==> config.mk <==
export PLATFORM = sky130hd
export DESIGN_NAME = carrier_lock_status
export DESIGN_NICKNAME = d
export VERILOG_FILES = /design/src/rtl/cls_pkg.sv /design/src/rtl/carrier_activity.sv /design/src/rtl/lock_qualifier.sv /design/src/rtl/carrier_lock_status.sv
export SDC_FILE = /design/constraint.sdc
export NUM_CORES = 1
export LEC_CHECK = 0
export BUFFER_PORTS_ARGS = -buffer_cell sky130_fd_sc_hd__clkbuf_2
export CORE_ASPECT_RATIO = 0.5
export CORE_UTILIZATION = 40
export DETAILED_ROUTE_END_ITERATION = 6
export GPL_TIMING_DRIVEN = 0
export PLACE_DENSITY = 0.62
export SYNTH_ARGS = -nofsm -noshare
export SYNTH_HDL_FRONTEND = slang
export SYNTH_SLANG_ARGS = --single-unit
==> constraint.sdc <==
create_clock -name clk -period 3.7 [get_ports clk]
set_input_delay 0.925 -clock clk [delete_from_list [all_inputs] [get_ports clk]]
set_output_delay 0.925 -clock clk [all_outputs]
set_load 0.01 [all_outputs]
==> src/rtl/cls_pkg.sv <==
package cls_pkg;

  typedef enum logic [1:0] {
    LQ_SEARCH = 2'd0,
    LQ_QUAL   = 2'd1,
    LQ_LOCKED = 2'd2,
    LQ_REACQ  = 2'd3
  } lq_state_e;

  // True on the clock that completes a span of len clocks.
  function automatic logic span_done(input int unsigned cnt, input int unsigned len);
    return cnt == len - 1;
  endfunction

  function automatic int unsigned cnt_bits(input int unsigned len);
    return (len < 2) ? 1 : $clog2(len);
  endfunction

endpackage

==> src/rtl/carrier_activity.sv <==
module carrier_activity
  import cls_pkg::*;
#(
  parameter int unsigned IDLE_CYCLES = 64
) (
  input  logic clk,
  input  logic rst_n,
  input  logic sdata_i,
  output logic carrier_o,
  output logic edge_o
);
  localparam int unsigned CW = cnt_bits(IDLE_CYCLES);

  logic          prev_q;
  logic          prev_vld_q;
  logic [CW-1:0] idle_q;
  logic          car_q;
  logic          idle_hit;

  assign edge_o   = prev_vld_q && (sdata_i != prev_q);
  assign idle_hit = span_done(32'(idle_q), IDLE_CYCLES);

  always_ff @(posedge clk) begin
    if (!rst_n) begin
      prev_q     <= 1'b0;
      prev_vld_q <= 1'b0;
      idle_q     <= '0;
      car_q      <= 1'b0;
    end else begin
      prev_q     <= sdata_i;
      prev_vld_q <= 1'b1;
      if (edge_o) begin
        idle_q <= '0;
        car_q  <= 1'b1;
      end else if (idle_hit) begin
        car_q  <= 1'b0;
      end else begin
        idle_q <= idle_q + 1'b1;
      end
    end
  end

  assign carrier_o = car_q;

  AST_EDGE_GIVES_CARRIER: assert property (@(posedge clk) disable iff (!rst_n)
    edge_o |=> carrier_o);
  AST_IDLE_DROPS_CARRIER: assert property (@(posedge clk) disable iff (!rst_n)
    (idle_hit && !edge_o) |=> !carrier_o);

endmodule

==> src/rtl/lock_qualifier.sv <==
module lock_qualifier
  import cls_pkg::*;
#(
  parameter int unsigned QUAL_CYCLES  = 10260,
  parameter int unsigned REACQ_CYCLES = 2700
) (
  input  logic clk,
  input  logic rst_n,
  input  logic carrier_i,
  input  logic trs_i,
  output logic lock_o
);
  localparam int unsigned MAXSPAN = (QUAL_CYCLES > REACQ_CYCLES) ? QUAL_CYCLES : REACQ_CYCLES;
  localparam int unsigned CW      = cnt_bits(MAXSPAN);

  lq_state_e     st_q;
  logic [CW-1:0] cnt_q;
  logic          ref_ok;
  logic          qual_hit;
  logic          window_hit;

  assign ref_ok     = carrier_i && trs_i;
  assign qual_hit   = span_done(32'(cnt_q), QUAL_CYCLES);
  assign window_hit = span_done(32'(cnt_q), REACQ_CYCLES);

  always_ff @(posedge clk) begin
    if (!rst_n) begin
      st_q  <= LQ_SEARCH;
      cnt_q <= '0;
    end else begin
      unique case (st_q)
        LQ_SEARCH: if (ref_ok) begin
          st_q  <= LQ_QUAL;
          cnt_q <= '0;
        end
        LQ_QUAL: begin
          if (!carrier_i)    st_q <= LQ_SEARCH;
          else if (qual_hit) st_q <= LQ_LOCKED;
          else               cnt_q <= cnt_q + 1'b1;
        end
        LQ_LOCKED: if (!carrier_i) begin
          st_q  <= LQ_REACQ;
          cnt_q <= '0;
        end
        LQ_REACQ: begin
          if (ref_ok)          st_q <= LQ_LOCKED;
          else if (window_hit) st_q <= LQ_SEARCH;
          else                 cnt_q <= cnt_q + 1'b1;
        end
        default: st_q <= LQ_SEARCH;
      endcase
    end
  end

  assign lock_o = (st_q == LQ_LOCKED);

  AST_LOCK_ONLY_AFTER_QUAL: assert property (@(posedge clk) disable iff (!rst_n)
    $rose(lock_o) |-> (($past(st_q) == LQ_QUAL && $past(cnt_q) == CW'(QUAL_CYCLES - 1))
                    || ($past(st_q) == LQ_REACQ && $past(trs_i))));
  AST_QUAL_ABORT_ON_LOSS: assert property (@(posedge clk) disable iff (!rst_n)
    (st_q == LQ_QUAL && !carrier_i) |=> st_q == LQ_SEARCH);
  AST_REACQ_TIMEOUT: assert property (@(posedge clk) disable iff (!rst_n)
    (st_q == LQ_REACQ && window_hit && !ref_ok) |=> st_q == LQ_SEARCH);

endmodule

==> src/rtl/carrier_lock_status.sv <==
module carrier_lock_status #(
  parameter int unsigned IDLE_CYCLES  = 64,
  parameter int unsigned QUAL_CYCLES  = 10260,
  parameter int unsigned REACQ_CYCLES = 2700
) (
  input  logic clk,
  input  logic rst_n,
  input  logic sdata_i,
  input  logic trs_i,
  output logic carrier_n_o,
  output logic lock_o,
  output logic centre_req_o
);
  logic carrier_w;
  logic edge_w;

  carrier_activity #(.IDLE_CYCLES(IDLE_CYCLES)) u_act (
    .clk      (clk),
    .rst_n    (rst_n),
    .sdata_i  (sdata_i),
    .carrier_o(carrier_w),
    .edge_o   (edge_w)
  );

  lock_qualifier #(.QUAL_CYCLES(QUAL_CYCLES), .REACQ_CYCLES(REACQ_CYCLES)) u_lq (
    .clk      (clk),
    .rst_n    (rst_n),
    .carrier_i(carrier_w),
    .trs_i    (trs_i),
    .lock_o   (lock_o)
  );

  assign carrier_n_o  = ~carrier_w;
  assign centre_req_o = ~carrier_w;

  AST_LOCK_FALLS_AFTER_LOSS: assert property (@(posedge clk) disable iff (!rst_n)
    (carrier_n_o && $past(carrier_n_o)) |-> !lock_o);
  AST_RESET_STATE: assert property (@(posedge clk)
    $past(!rst_n) |-> (carrier_n_o && !lock_o && centre_req_o));

endmodule

### Yosys cells after proc, flatten, opt, wreduce, memory -nomap -nowiden

Index checks and enable logic that the tools add are counted.

| word-level totals | value |
|---|---|
| logic and storage cells | 49 |
| register bits after elaboration | 25 |
| input bits | 4 |

| cells by class | value |
|---|---|
| muxes and demuxes | 17 |
| bitwise logic cells | 2 |
| equal/unequal tests | 15 |
| add/subtract/negate cells | 2 |
| reduce and logical (&&, ||, !) cells | 7 |

Operators by type and width:

| operator | count |
|---|---|
| $mux W14 | 6 |
| $pmux W14 S4 | 1 |
| $add A14 B1 Y14 const B | 1 |
| $eq A14 B12 Y1 const B | 1 |
| $eq A14 B14 Y1 const B | 1 |
| $mux W2 | 6 |
| $ne A2 B2 Y1 const B | 5 |
| $pmux W2 S4 | 1 |
| $add A6 B1 Y6 const B | 1 |
| $eq A6 B6 Y1 const B | 1 |
| $reduce_and A6 Y1 | 1 |
| $eq A2 B2 Y1 const B | 2 |
| $reduce_and A4 Y1 | 1 |
| $mux W1 | 3 |
| $ne A3 B1 Y1 const B | 1 |
| $ne A3 B2 Y1 const B | 1 |
| $eq A2 B1 Y1 const B | 1 |
| $logic_and A1 B1 Y1 | 2 |
| $logic_not A2 Y1 | 1 |
| $ne A2 B1 Y1 const B | 1 |
| $not A1 Y1 | 2 |
| $reduce_bool A2 Y1 | 1 |
| $reduce_or A2 Y1 | 1 |
| $ne A1 B1 Y1 | 1 |

### Logic depth before layout (Yosys ltp)

Gate-level depths: netlist (run 1).

| depth | value |
|---|---|
| word-level depth | 4 |
| gate-level depth with buffers | 7 |
| mapped depth without buffers | 6 |

### Hierarchy

Synthesis (run 1) repeated with hierarchy kept, for this count alone.

| unflattened totals | value |
|---|---|
| cell total of the unflattened synthesis | 166 |
| area, all modules | 1463.9 um^2 |

Modules (own cells, without submodules):

| module | area an instance (um^2) | cells an instance | times used |
|---|---|---|---|
| lock_qualifier | 1067.3 | 126 | 1 |
| carrier_activity | 385.4 | 38 | 1 |
| carrier_lock_status | 11.3 | 2 | 1 |

### Worst setup path before layout (run 1)

No wires, ideal clock.

| path | value |
|---|---|
| path kind | input -> register |
| start | input port trs_i |
| end | register u_lq.cnt_q[9] |
| library setup time | 0.096 ns |
| cell stages on the path | 6 |
| arrival time | 1.971 ns |
| slack | 1.633 ns |
| buffers on the path | 1 |
| cell sequence | and2b_1 o21ai_0 a21o_1 a21o_2 clkbuf_8 o41ai_2 |

| between the ends | value |
|---|---|
| word-level cells in the longest chain between the ends | 3 |
| elaborated cells on any way between the ends | 4 |
| those cells by class | eq/ne: 2; reduce/logical: 2 |

RTL lines:

| what | line | source |
|---|---|---|
| from (decl) | carrier_lock_status.sv:9 | `input logic trs_i,` |
| $logic_and A1 B1 Y1 * | lock_qualifier.sv:22 | `assign ref_ok = carrier_i && trs_i;` |
| $ne A2 B2 Y1 (no source line) or $ne A2 B1 Y1 (tied branches) | n/a |  |
| $reduce_and A6 Y1 (no source line) * | n/a |  |
| to (signal assigned) | lock_qualifier.sv:39 | `else cnt_q <= cnt_q + 1'b1;` |
| to (signal assigned) | lock_qualifier.sv:48 | `else cnt_q <= cnt_q + 1'b1;` |
| to (decl) | lock_qualifier.sv:17 | `logic [CW-1:0] cnt_q;` |

Every way passes the cells marked *; elsewhere a longest branch is shown, timed or not.
A chain may end at the register's enable or synchronous reset.

### Final worst setup path (run 1)

| path | value |
|---|---|
| start | register u_lq.st_q[0] |
| end | output port lock_o |

| between the ends | value |
|---|---|
| word-level cells in the longest chain between the ends | 1 |

RTL lines:

| what | line | source |
|---|---|---|
| from (decl) | lock_qualifier.sv:16 | `lq_state_e st_q;` |
| from (signal assigned) | lock_qualifier.sv:28 | `st_q <= LQ_SEARCH;` |
| from (signal assigned) | lock_qualifier.sv:33 | `st_q <= LQ_QUAL;` |
| from (signal assigned) | lock_qualifier.sv:37 | `if (!carrier_i) st_q <= LQ_SEARCH;` |
| $eq A2 B2 Y1 | lock_qualifier.sv:55 | `assign lock_o = (st_q == LQ_LOCKED);` |
| to (decl) | carrier_lock_status.sv:11 | `output logic lock_o,` |

Every way passes these cells.

==> results of run 1 <==
[worst min-delay path: stages, from the launching register on]
cell	delay, ns
dfxtp_1	0.31
nand2_1	0.09
a21oi_1	0.06
[Yosys cell counts, types with 2 or more instances]
library cell	n	area share [%]
a21oi_1	8	2.9
nor3_1	8	2.9
ha_1	2	1.8
o211ai_1	3	1.6
dfxtp_1	25	36
xnor2_1	2	1.3
o31a_1	2	1.3
inv_1	4	1.1
o21ai_0	6	2.1
o21ai_1	2	0.72
xor2_1	2	1.3
and2_1	2	0.90
nand4_1	3	1.3
nor2_1	9	2.4
nand3_1	7	2.5
clkbuf_8	4	3.9
clkbuf_1	2	0.54
o21a_1	2	1.1
nand2_1	30	8.1
a31oi_1	3	1.3
or3_1	6	2.7
o22ai_1	8	3.6
nand3b_1	3	1.6
buf_4	2	1.1
mux2i_1	2	1.4
[where the power goes]
part           total, µW  switching, µW  internal [µW]  leakage [µW]
clock network        172           95.8           76.5     0.0000217
logic               40.4           24.7           15.7      0.000284
registers            278           3.74            274      0.000203
[cells by family (layout without fill, tap and decap cells)]
logic type,count (synthesis),after routing
compound gates,41,41
xor+xnor,4,4
fa+ha+maj,2,2
buf+inv,14,24
flops,25,25
mux,2,2
simple gates,83,83
[registers in the layout, indices dropped and copies added, names as in the netlist]
| register | cells |
|---|---|
| u_act.carrier_o | 1 |
| u_act.idle_q | 6 |
| u_act.prev_q | 1 |
| u_act.prev_vld_q | 1 |
| u_lq.cnt_q | 14 |
| u_lq.st_q | 2 |
[path summary, 6_finish.rpt]
check	start	endpoint	slack (ns)	depth (start not counted)
setup / recovery	u_lq.st_q[0]$_SDFFE_PN0P_	lock_o	1.34	4
hold / removal	u_act.prev_vld_q$_DFF_P_	u_act.carrier_o$_SDFFE_PN0P_	0.50	2
setup reg to reg	u_lq.cnt_q[0]$_SDFFE_PN0P_	u_lq.cnt_q[0]$_SDFFE_PN0P_	1.66	7
hold reg to reg	u_act.prev_vld_q$_DFF_P_	u_act.carrier_o$_SDFFE_PN0P_	0.50	2
[area by class of cell]
type,instances,area [µm²],share of cell area [%]
multi-input combinational,132,788.3,51.64
sequential,25,500.5,32.79
clock inverter,1,7.507,0.4918
tap,40,50.05,3.279
inverter,4,15.01,0.9836
timing repair buffer,6,30.03,1.967
clock buffer,3,41.29,2.705
buffer,10,93.84,6.148
[per-stage QoR]
step	total power, µW	area, µm²	util (%)
2_1_floorplan	311.7	1398	-
3_3_place_gp	324.0	1478	46.87
3_5_place_dp	324.6	1478	46.87
4_1_cts	490.7	1526	48.41
5_1_grt	510.9	1526	48.41
6_report	490.4	1526	48.41
[cell usage in the layout (no fill, tap or decap), drive strengths merged, types with 4 or more instances in the layout]
master  Yosys  final
dfxtp      25     25
o21ai       8      8
inv         4      4
nand2      30     30
o22ai       8      8
or3         6      6
a21oi       8      8
nor3        9      9
nor2       10     10
nand3       8      8
clkbuf      7     16
[per-layer routing]
layer	GRT usage [%]	part of all wire, %	up-vias
met1	23.93	49	596
met2	29.92	43	35
li1	-	-	640
met3	5.333	7.1	4
met4	4.000	0.69	0
met5	0	0	-
==> impl_metrics.yaml, run 1 <==
clock_tree:
  holdBufCountCts: 0
  cts_tree: "done"
  path_clk_slew_ns: 0.09
  ctsHtreeMaxLevel: 1
  cts_setup_buffers: 0
  clockRootBuffer: "clkbuf_8"
  ctsResizeCount: 0
  clk_latency_ns: 0.27
  cts.sinks: 25
  clock_path_buffers: 2
  cts_made_buffers: 3
sta:
  final_hold_viol_count: 0
  report.final.setup_viol: 0
  fin_ws_ns: 1.341
  rsz0062_at_grt: "no"
  period_needed_ns: 2.359
  post-route-period-util_pct: 63.76
  fin_skew_ns: 0.001608
  tightest_slew_ns: 0.5741
  maxSlewHeadroom_pct: 61.41
  max_freq_ghz: 0.4239
  whs_ns: 0.4963
  maxSlewViolCount: 0
  finalSetupTns_ns: 0
layout:
  fillers: 324
  drive_gt1_share_pct: 14.36
  instances_no_fill: 221
  n_antenna_cell: 0
  nets: 188
  area_growth_pct: 9.221
detailed_routing:
  drc: 0
  vias: 1275
  wirelength_um: 3064
  routedWlPerCell_um: 13.86
  via_per_inst: 5.769
  first_pass_iters: 4
  ant_nets: 0
  drt_iter0_drc: 63
floorplanning:
  core_um2: 3153
  start_util_pct: 44.33
  die_area_um2: 3749
  io_pins: 7
  num_rows: 14
  die_x_um: 85.60
  die_h_um: 43.80
yosys:
  synth_cells: 171
  synth_fa_ha_area_share_pct: 1.791
  async_reset_ff_share_pct: 0
  synth_ff_type: "dfxtp_1"
  synth.yosys.seq_area_share_pct: 35.81
  synth_top_family_by_area: "simple AND/OR/NAND/NOR gates"
  ys_seq_elements: 25
  yosysWarnings: 0
  synth-compound-area-share_pct: 19.43
  ys_types: 49
  synth-edff-count: 0
  syn-cell-area_um2: 1398
  syn_avg_cell_area_um2: 8.173
  synth_simple_gate_area_share_pct: 31.24
  synth_nets: 177
  synthMuxAreaShare_pct: 1.432
  synthXorXnorAreaFrac_pct: 2.507
setup_path:
  end_kind: "primary output"
  cp.buffers_inverters: 3
  slowest_stage: "clkbuf_1"
  crit_type: "reg -> out"
  slowest_delay_ns: 0.42
  worstSetupStartpointType: "register"
  cp_data_arrival_time_ns: 1.43
  path_cells: "clkbuf_8 -> clkbuf_1 -> nor2b_1 -> clkbuf_2"
  path_delay_family: "buffers and inverters"
  cp_max_fo: 10
  cp.required_ns: 2.77
grt:
  overflow: 0
  grt_pass1_wl_um: 5237
  grt_max_degree: 16
  grt_util_all_layers_pct: 18.14
  grt_antenna_before_repair: 0
  grt_pass1_vias: 1102
worst_hold_path:
  hold_class: "reg -> reg"
outcome:
  status: "finished, final reports clean"
place:
  place_ws_ns: 1.367
  hpwl_um: 2174
  routabilityCongestion: 0.8312
  portBuffers: 6
  place_inst: 217
power_and_ir_drop:
  peakVddDrop_mv: 0.1336
  power.density_nw_per_um2: 321.3
  p_leak_uw: 0.0005080
job:
  cap_violations: 0
Note: power is estimated with default switching activity, not from simulation.
==> run 2, diff against run 1 <==
- ABC_AREA: unset -> 1
- PLACE_DENSITY: 0.62 -> 0.64
- clock period: 3.7 -> 1.9 ns (I/O delays scaled with it)
==> impl_metrics.yaml, run 2 <==
detailed_routing:
  drt_iter0_drc: 123
  drc: 0
  ant_nets: 0
  wirelength_um: 3412
  first_pass_iters: 4
  via_per_inst: 4.974
  vias: 1512
  routedWlPerCell_um: 11.22
setup_path:
  timing.rr.end: "u_lq.st_q[1]$_SDFFE_PN0P_"
  worstSetupStartpointType: "register"
  crit_type: "reg -> reg"
  endpoint: "u_lq.st_q[1]$_SDFFE_PN0P_"
  cp_data_arrival_time_ns: 1.90
  cp.required_ns: 2.08
  regToRegSetupSlack_ns: 0.18
  critPathLaunch: "u_lq.cnt_q[0]$_SDFFE_PN0P_"
  reg2reg_from: "u_lq.cnt_q[0]$_SDFFE_PN0P_"
  cp_max_fo: 7
  r2r_cells: 10
  end_kind: "register"
clock_tree:
  cts_tree: "done"
  ctsHtreeMaxLevel: 1
  path_clk_slew_ns: 0.10
  cts.sinks: 25
  clockRootBuffer: "clkbuf_8"
  ctsResizeCount: 0
  holdBufCountCts: 0
  clk_latency_ns: 0.28
  cts_setup_buffers: 0
  clock_path_buffers: 2
  cts_made_buffers: 3
yosys:
  syn_avg_cell_area_um2: 6.148
  yosysMostFrequentCell: "nand2_1"
  synth_nets: 249
  yosysWarnings: 0
  syn-cell-area_um2: 1494
  ys_types: 22
  async_reset_ff_share_pct: 0
  yosysTopAreaCellShare_pct: 33.50
  synth_ff_type: "dfxtp_1"
  synth_area_leaders: "dfxtp_1 (34%), nand2_1 (16%), nor2_1 (10%)"
  synth.yosys.seq_area_share_pct: 33.50
  synth_top_area_cell: "dfxtp_1"
  synth-edff-count: 0
  ys_seq_elements: 25
  synth_cells: 243
  ys_top_cells_by_count: "nand2_1 (65), nor2_1 (40), nand3_1 (29)"
power_and_ir_drop:
  power.density_nw_per_um2: 606.4
  p_leak_uw: 0.0006423
  peakVddDrop_mv: 0.2963
place:
  portBuffers: 6
  routabilityCongestion: 0.8396
  hpwl_um: 2487
layout:
  top_regs: "u_lq.cnt_q: 14 flops, u_act.idle_q: 6 flops, u_lq.st_q: 2 flops"
  postLayoutCoreUtil_pct: 46.63
  n_antenna_cell: 0
  largest_register_ffs: 14
  top_register: "u_lq.cnt_q"
  final_common_cell: "nand2_1"
  nets: 260
  drive_gt1_share_pct: 11.07
  multi_input_area_um2: 832.0
  fillers: 379
  area_growth_pct: 9.548
  sequential_cell_area_um2: 500.5
  layout_common_cells: "nand2_1 (65), nor2_1 (40), nand3_1 (29)"
floorplanning:
  num_rows: 15
  die_h_um: 45.22
  io_pins: 7
  die_x_um: 88.43
  die_area_um2: 3998
  start_util_pct: 42.57
  core_um2: 3510
outcome:
  status: "finished, final reports clean"
sta:
  maxSlewViolCount: 0
  fin_skew_ns: 0.005388
  period_needed_ns: 1.723
  post-route-period-util_pct: 90.69
  max_freq_ghz: 0.5803
  tightest_slew_ns: 0.5607
  rsz0062_at_grt: "no"
  report.final.setup_viol: 0
  final_hold_viol_count: 0
  finalSetupTns_ns: 0
  maxSlewHeadroom_pct: 62.62
grt:
  overflow: 0
  grt_antenna_before_repair: 0
  grt_util_all_layers_pct: 19.18
  grt_pass1_vias: 1297
  grt_max_degree: 16
  grt_pass1_wl_um: 5706
worst_hold_path:
  hold_class: "in -> reg"
  min_path_cells: 3
job:
  cap_violations: 0
run 2: area by class of cell:
cell class	instances	area share [%]
Sequential cell	25	30.58
Inverter	29	6.651
Buffer	8	3.211
Clock inverter	1	0.4587
Timing Repair Buffer	6	1.835
Clock buffer	3	2.523
Multi-Input combinational cell	181	50.84
Tap cell	51	3.899
run 2: cells by family (layout without fill, tap and decap cells):
group / count (synthesis) / count (layout) / share of synthesized area (%)
simple gates: 149 / 149 / 42.46
flops: 25 / 25 / 33.50
buf+inv: 37 / 47 / 10.80
compound gates: 25 / 25 / 8.627
xor+xnor: 5 / 5 / 2.932
fa+ha+maj: 2 / 2 / 1.675
run 2: metrics by stage:
| stage | total power, µW | cells | hold slack, ns | cell area, µm² | setup WS, ns |
|---|---|---|---|---|---|
| 3_3_place_gp | 664.9 | 300 | 0.4639 | 1588 | 0.2048 |
| 2_1_floorplan | 631.6 | 243 | 0.4475 | 1494 | 0.4323 |
| 3_5_place_dp | 667.2 | 300 | 0.4749 | 1588 | 0.1953 |
| 4_1_cts | 996.9 | 304 | 0.4163 | 1637 | 0.1719 |
| 6_report | 992.4 | 304 | 0.4125 | 1637 | 0.1768 |
| 5_1_grt | 1032 | 304 | 0.4346 | 1637 | 0.02906 |
run 2: critical path, cell delays in order (launching register included):
cell and delay [ns]:
dfxtp_1 0.38, ha_1 0.22, inv_1 0.08, nor2_2 0.10
nand2_1 0.06, nor2_1 0.12, nand2_1 0.07, nand2_1 0.06
nand3_1 0.23, o21ai_0 0.24, nor2_1 0.07
run 2: routing by layer:
| metal | GRT usage [%] | up-vias | wire [µm] |
|---|---|---|---|
| met1 | 26.17 | 693 | 1704 |
| met3 | 4.388 | 6 | 136 |
| met4 | 5.484 | 0 | 60 |
| met2 | 30.77 | 30 | 1510 |
| li1 | - | 783 | - |
| met5 | 0 | - | 0 |
run 2: power by group:
group	leakage, µW	switching, µW	internal [µW]
Clock	0.0000217	188	149
Sequential	0.000203	8.70	535
Combinational	0.000418	74.9	36.5
Total	0.000642	272	721
run 2: worst min-delay path by stage:
stage | start | endpoint | slack, ns
floorplan | u_act.idle_q[0]$_SDFFE_PP0N_ | u_act.idle_q[0]$_SDFFE_PP0N_ | 0.45
global placement | u_act.idle_q[0]$_SDFFE_PP0N_ | u_act.idle_q[0]$_SDFFE_PP0N_ | 0.46
detailed placement | u_act.idle_q[0]$_SDFFE_PP0N_ | u_act.idle_q[0]$_SDFFE_PP0N_ | 0.47
CTS | sdata_i | u_act.prev_q$_SDFF_PN0_ | 0.42
global route | rst_n | u_act.prev_vld_q$_DFF_P_ | 0.43
finish | sdata_i | u_act.prev_q$_SDFF_PN0_ | 0.41
==> run 3, diff against run 2 <==
- BUFFER_PORTS_ARGS: -buffer_cell sky130_fd_sc_hd__clkbuf_2 -> -buffer_cell sky130_fd_sc_hd__buf_4
==> impl_metrics.yaml, run 3 (synthesis results as in run 2) <==
floorplanning:
  io_pins: 7
  num_rows: 15
  die_h_um: 45.22
  die_x_um: 88.43
  start_util_pct: 42.57
  die_area_um2: 3998
  core_um2: 3510
detailed_routing:
  routedWlPerCell_um: 11.10
  wirelength_um: 3374
  drt_iter0_drc: 74
  first_pass_iters: 4
  vias: 1460
  via_per_inst: 4.803
  drc: 0
  ant_nets: 0
clock_tree:
  path_clk_slew_ns: 0.09
  cts_made_buffers: 3
  ctsHtreeMaxLevel: 1
  clockRootBuffer: "clkbuf_8"
  cts.sinks: 25
  clock_path_buffers: 2
  cts_tree: "done"
  clk_latency_ns: 0.27
layout:
  largest_register_ffs: 14
  final_common_cell: "nand2_1"
  area_growth_pct: 10.80
  layout_common_cells: "nand2_1 (65), nor2_1 (40), nand3_1 (29)"
  n_antenna_cell: 0
  top_regs: "u_lq.cnt_q: 14 flops, u_act.idle_q: 6 flops, u_lq.st_q: 2 flops"
  drive_gt1_share_pct: 11.86
  nets: 260
  top_register: "u_lq.cnt_q"
setup_path:
  cp_max_fo: 7
  cp.required_ns: 2.07
  r2r_cells: 10
  timing.rr.end: "u_lq.st_q[1]$_SDFFE_PN0P_"
  crit_type: "reg -> reg"
  critPathLaunch: "u_lq.cnt_q[1]$_SDFFE_PN0P_"
  endpoint: "u_lq.st_q[1]$_SDFFE_PN0P_"
  cp_data_arrival_time_ns: 1.87
  reg2reg_from: "u_lq.cnt_q[1]$_SDFFE_PN0P_"
  worstSetupStartpointType: "register"
  end_kind: "register"
  regToRegSetupSlack_ns: 0.20
sta:
  period_needed_ns: 1.697
  tightest_slew_ns: 0.6285
  post-route-period-util_pct: 89.33
  maxSlewViolCount: 0
  max_freq_ghz: 0.5892
  fin_skew_ns: 0.006326
  report.final.setup_viol: 0
  rsz0062_at_grt: "no"
  maxSlewHeadroom_pct: 58.10
  final_hold_viol_count: 0
  finalSetupTns_ns: 0
grt:
  grt_pass1_vias: 1250
  grt_max_degree: 16
  overflow: 0
  grt_pass1_wl_um: 5823
  grt_util_all_layers_pct: 19.57
  grt_antenna_before_repair: 0
power_and_ir_drop:
  power.density_nw_per_um2: 596.0
  p_leak_uw: 0.0006436
  peakVddDrop_mv: 0.2990
  finalPower_uw: 986.6
place:
  routabilityCongestion: 0.8168
  portBuffers: 6
  hpwl_um: 2447
outcome:
  status: "finished, final reports clean"
worst_hold_path:
  hold_class: "in -> reg"
job:
  cap_violations: 0
==> run 3: cell count changes in the layout (fill, tap and decap cells not counted), sizes merged <==
cell,delta
buf,+6
clkbuf,-6
==> run 3: final cells by class <==
cell class	count	area, µm²
multi-input cells	181	834.6
plain buffers	8	52.55
flip-flops and latches	25	501.7
well taps	51	63.81
fillers	382	1854
clock inverters	1	7.507
inverters	29	108.9
repair buffers	6	45.04
clock buffers	3	41.29
==> run 3: worst min path at each step <==
| stage | from | end | slack [ns] | depth (start not counted) |
|---|---|---|---|---|
| 3_3_place_gp | u_act.idle_q[0]$_SDFFE_PP0N_ | u_act.idle_q[0]$_SDFFE_PP0N_ | 0.46 | 1 |
| 6_report | rst_n | u_act.prev_vld_q$_DFF_P_ | 0.38 | 1 |
| 2_1_floorplan | u_act.idle_q[0]$_SDFFE_PP0N_ | u_act.idle_q[0]$_SDFFE_PP0N_ | 0.45 | 1 |
| 3_5_place_dp | u_act.idle_q[0]$_SDFFE_PP0N_ | u_act.idle_q[0]$_SDFFE_PP0N_ | 0.47 | 1 |
| 4_1_cts | rst_n | u_act.prev_vld_q$_DFF_P_ | 0.37 | 1 |
| 5_1_grt | rst_n | u_act.prev_vld_q$_DFF_P_ | 0.37 | 1 |
==> run 3: where the power goes <==
part	switching, µW	internal [µW]
logic	73.2	40.3
registers	8.71	535
clock network	180	149
total	262	724
==> run 3: timing repair <==
action                                 4_1_cts  5_1_grt
endpoints found under the hold margin        0        0
resized for setup                            0        2
setup endpoints to repair                    0        2
hold buffers                                 0        0
buffers inserted                             0        0
==> run 3: per-layer routing <==
layer | vias up | GRT usage (%) | share of wire, %
li1 | 781 | - | -
met1 | 655 | 27.33 | 51
met2 | 20 | 30.77 | 43
met3 | 4 | 4.936 | 4.9
met4 | 0 | 4.194 | 0.65
met5 | - | 0 | 0
==> run 3: critical path, stage by stage, from the launching register on <==
cell,delay (ns)
dfxtp_1,0.38
ha_2,0.22
inv_1,0.06
nor2_2,0.10
nand2_1,0.06
nor2_1,0.12
nand2_1,0.07
nand2_1,0.06
nand3_1,0.23
o21ai_0,0.24
nor2_1,0.06
==> run 3: through the flow <==
step / area (µm²) / std cells / worst slack [ns] / hold WS (ns) / utilization [%]
after detailed placement: 1603 / 300 / 0.2137 / 0.4705 / 45.67
after CTS: 1652 / 304 / 0.1977 / 0.3691 / 47.06
final: 1655 / 304 / 0.2027 / 0.3793 / 47.17
after global routing: 1655 / 304 / 0.005020 / 0.3667 / 47.17
after floorplan: 1494 / 243 / 0.4323 / 0.4475 / -
after global placement: 1603 / 300 / 0.1959 / 0.4639 / 45.67
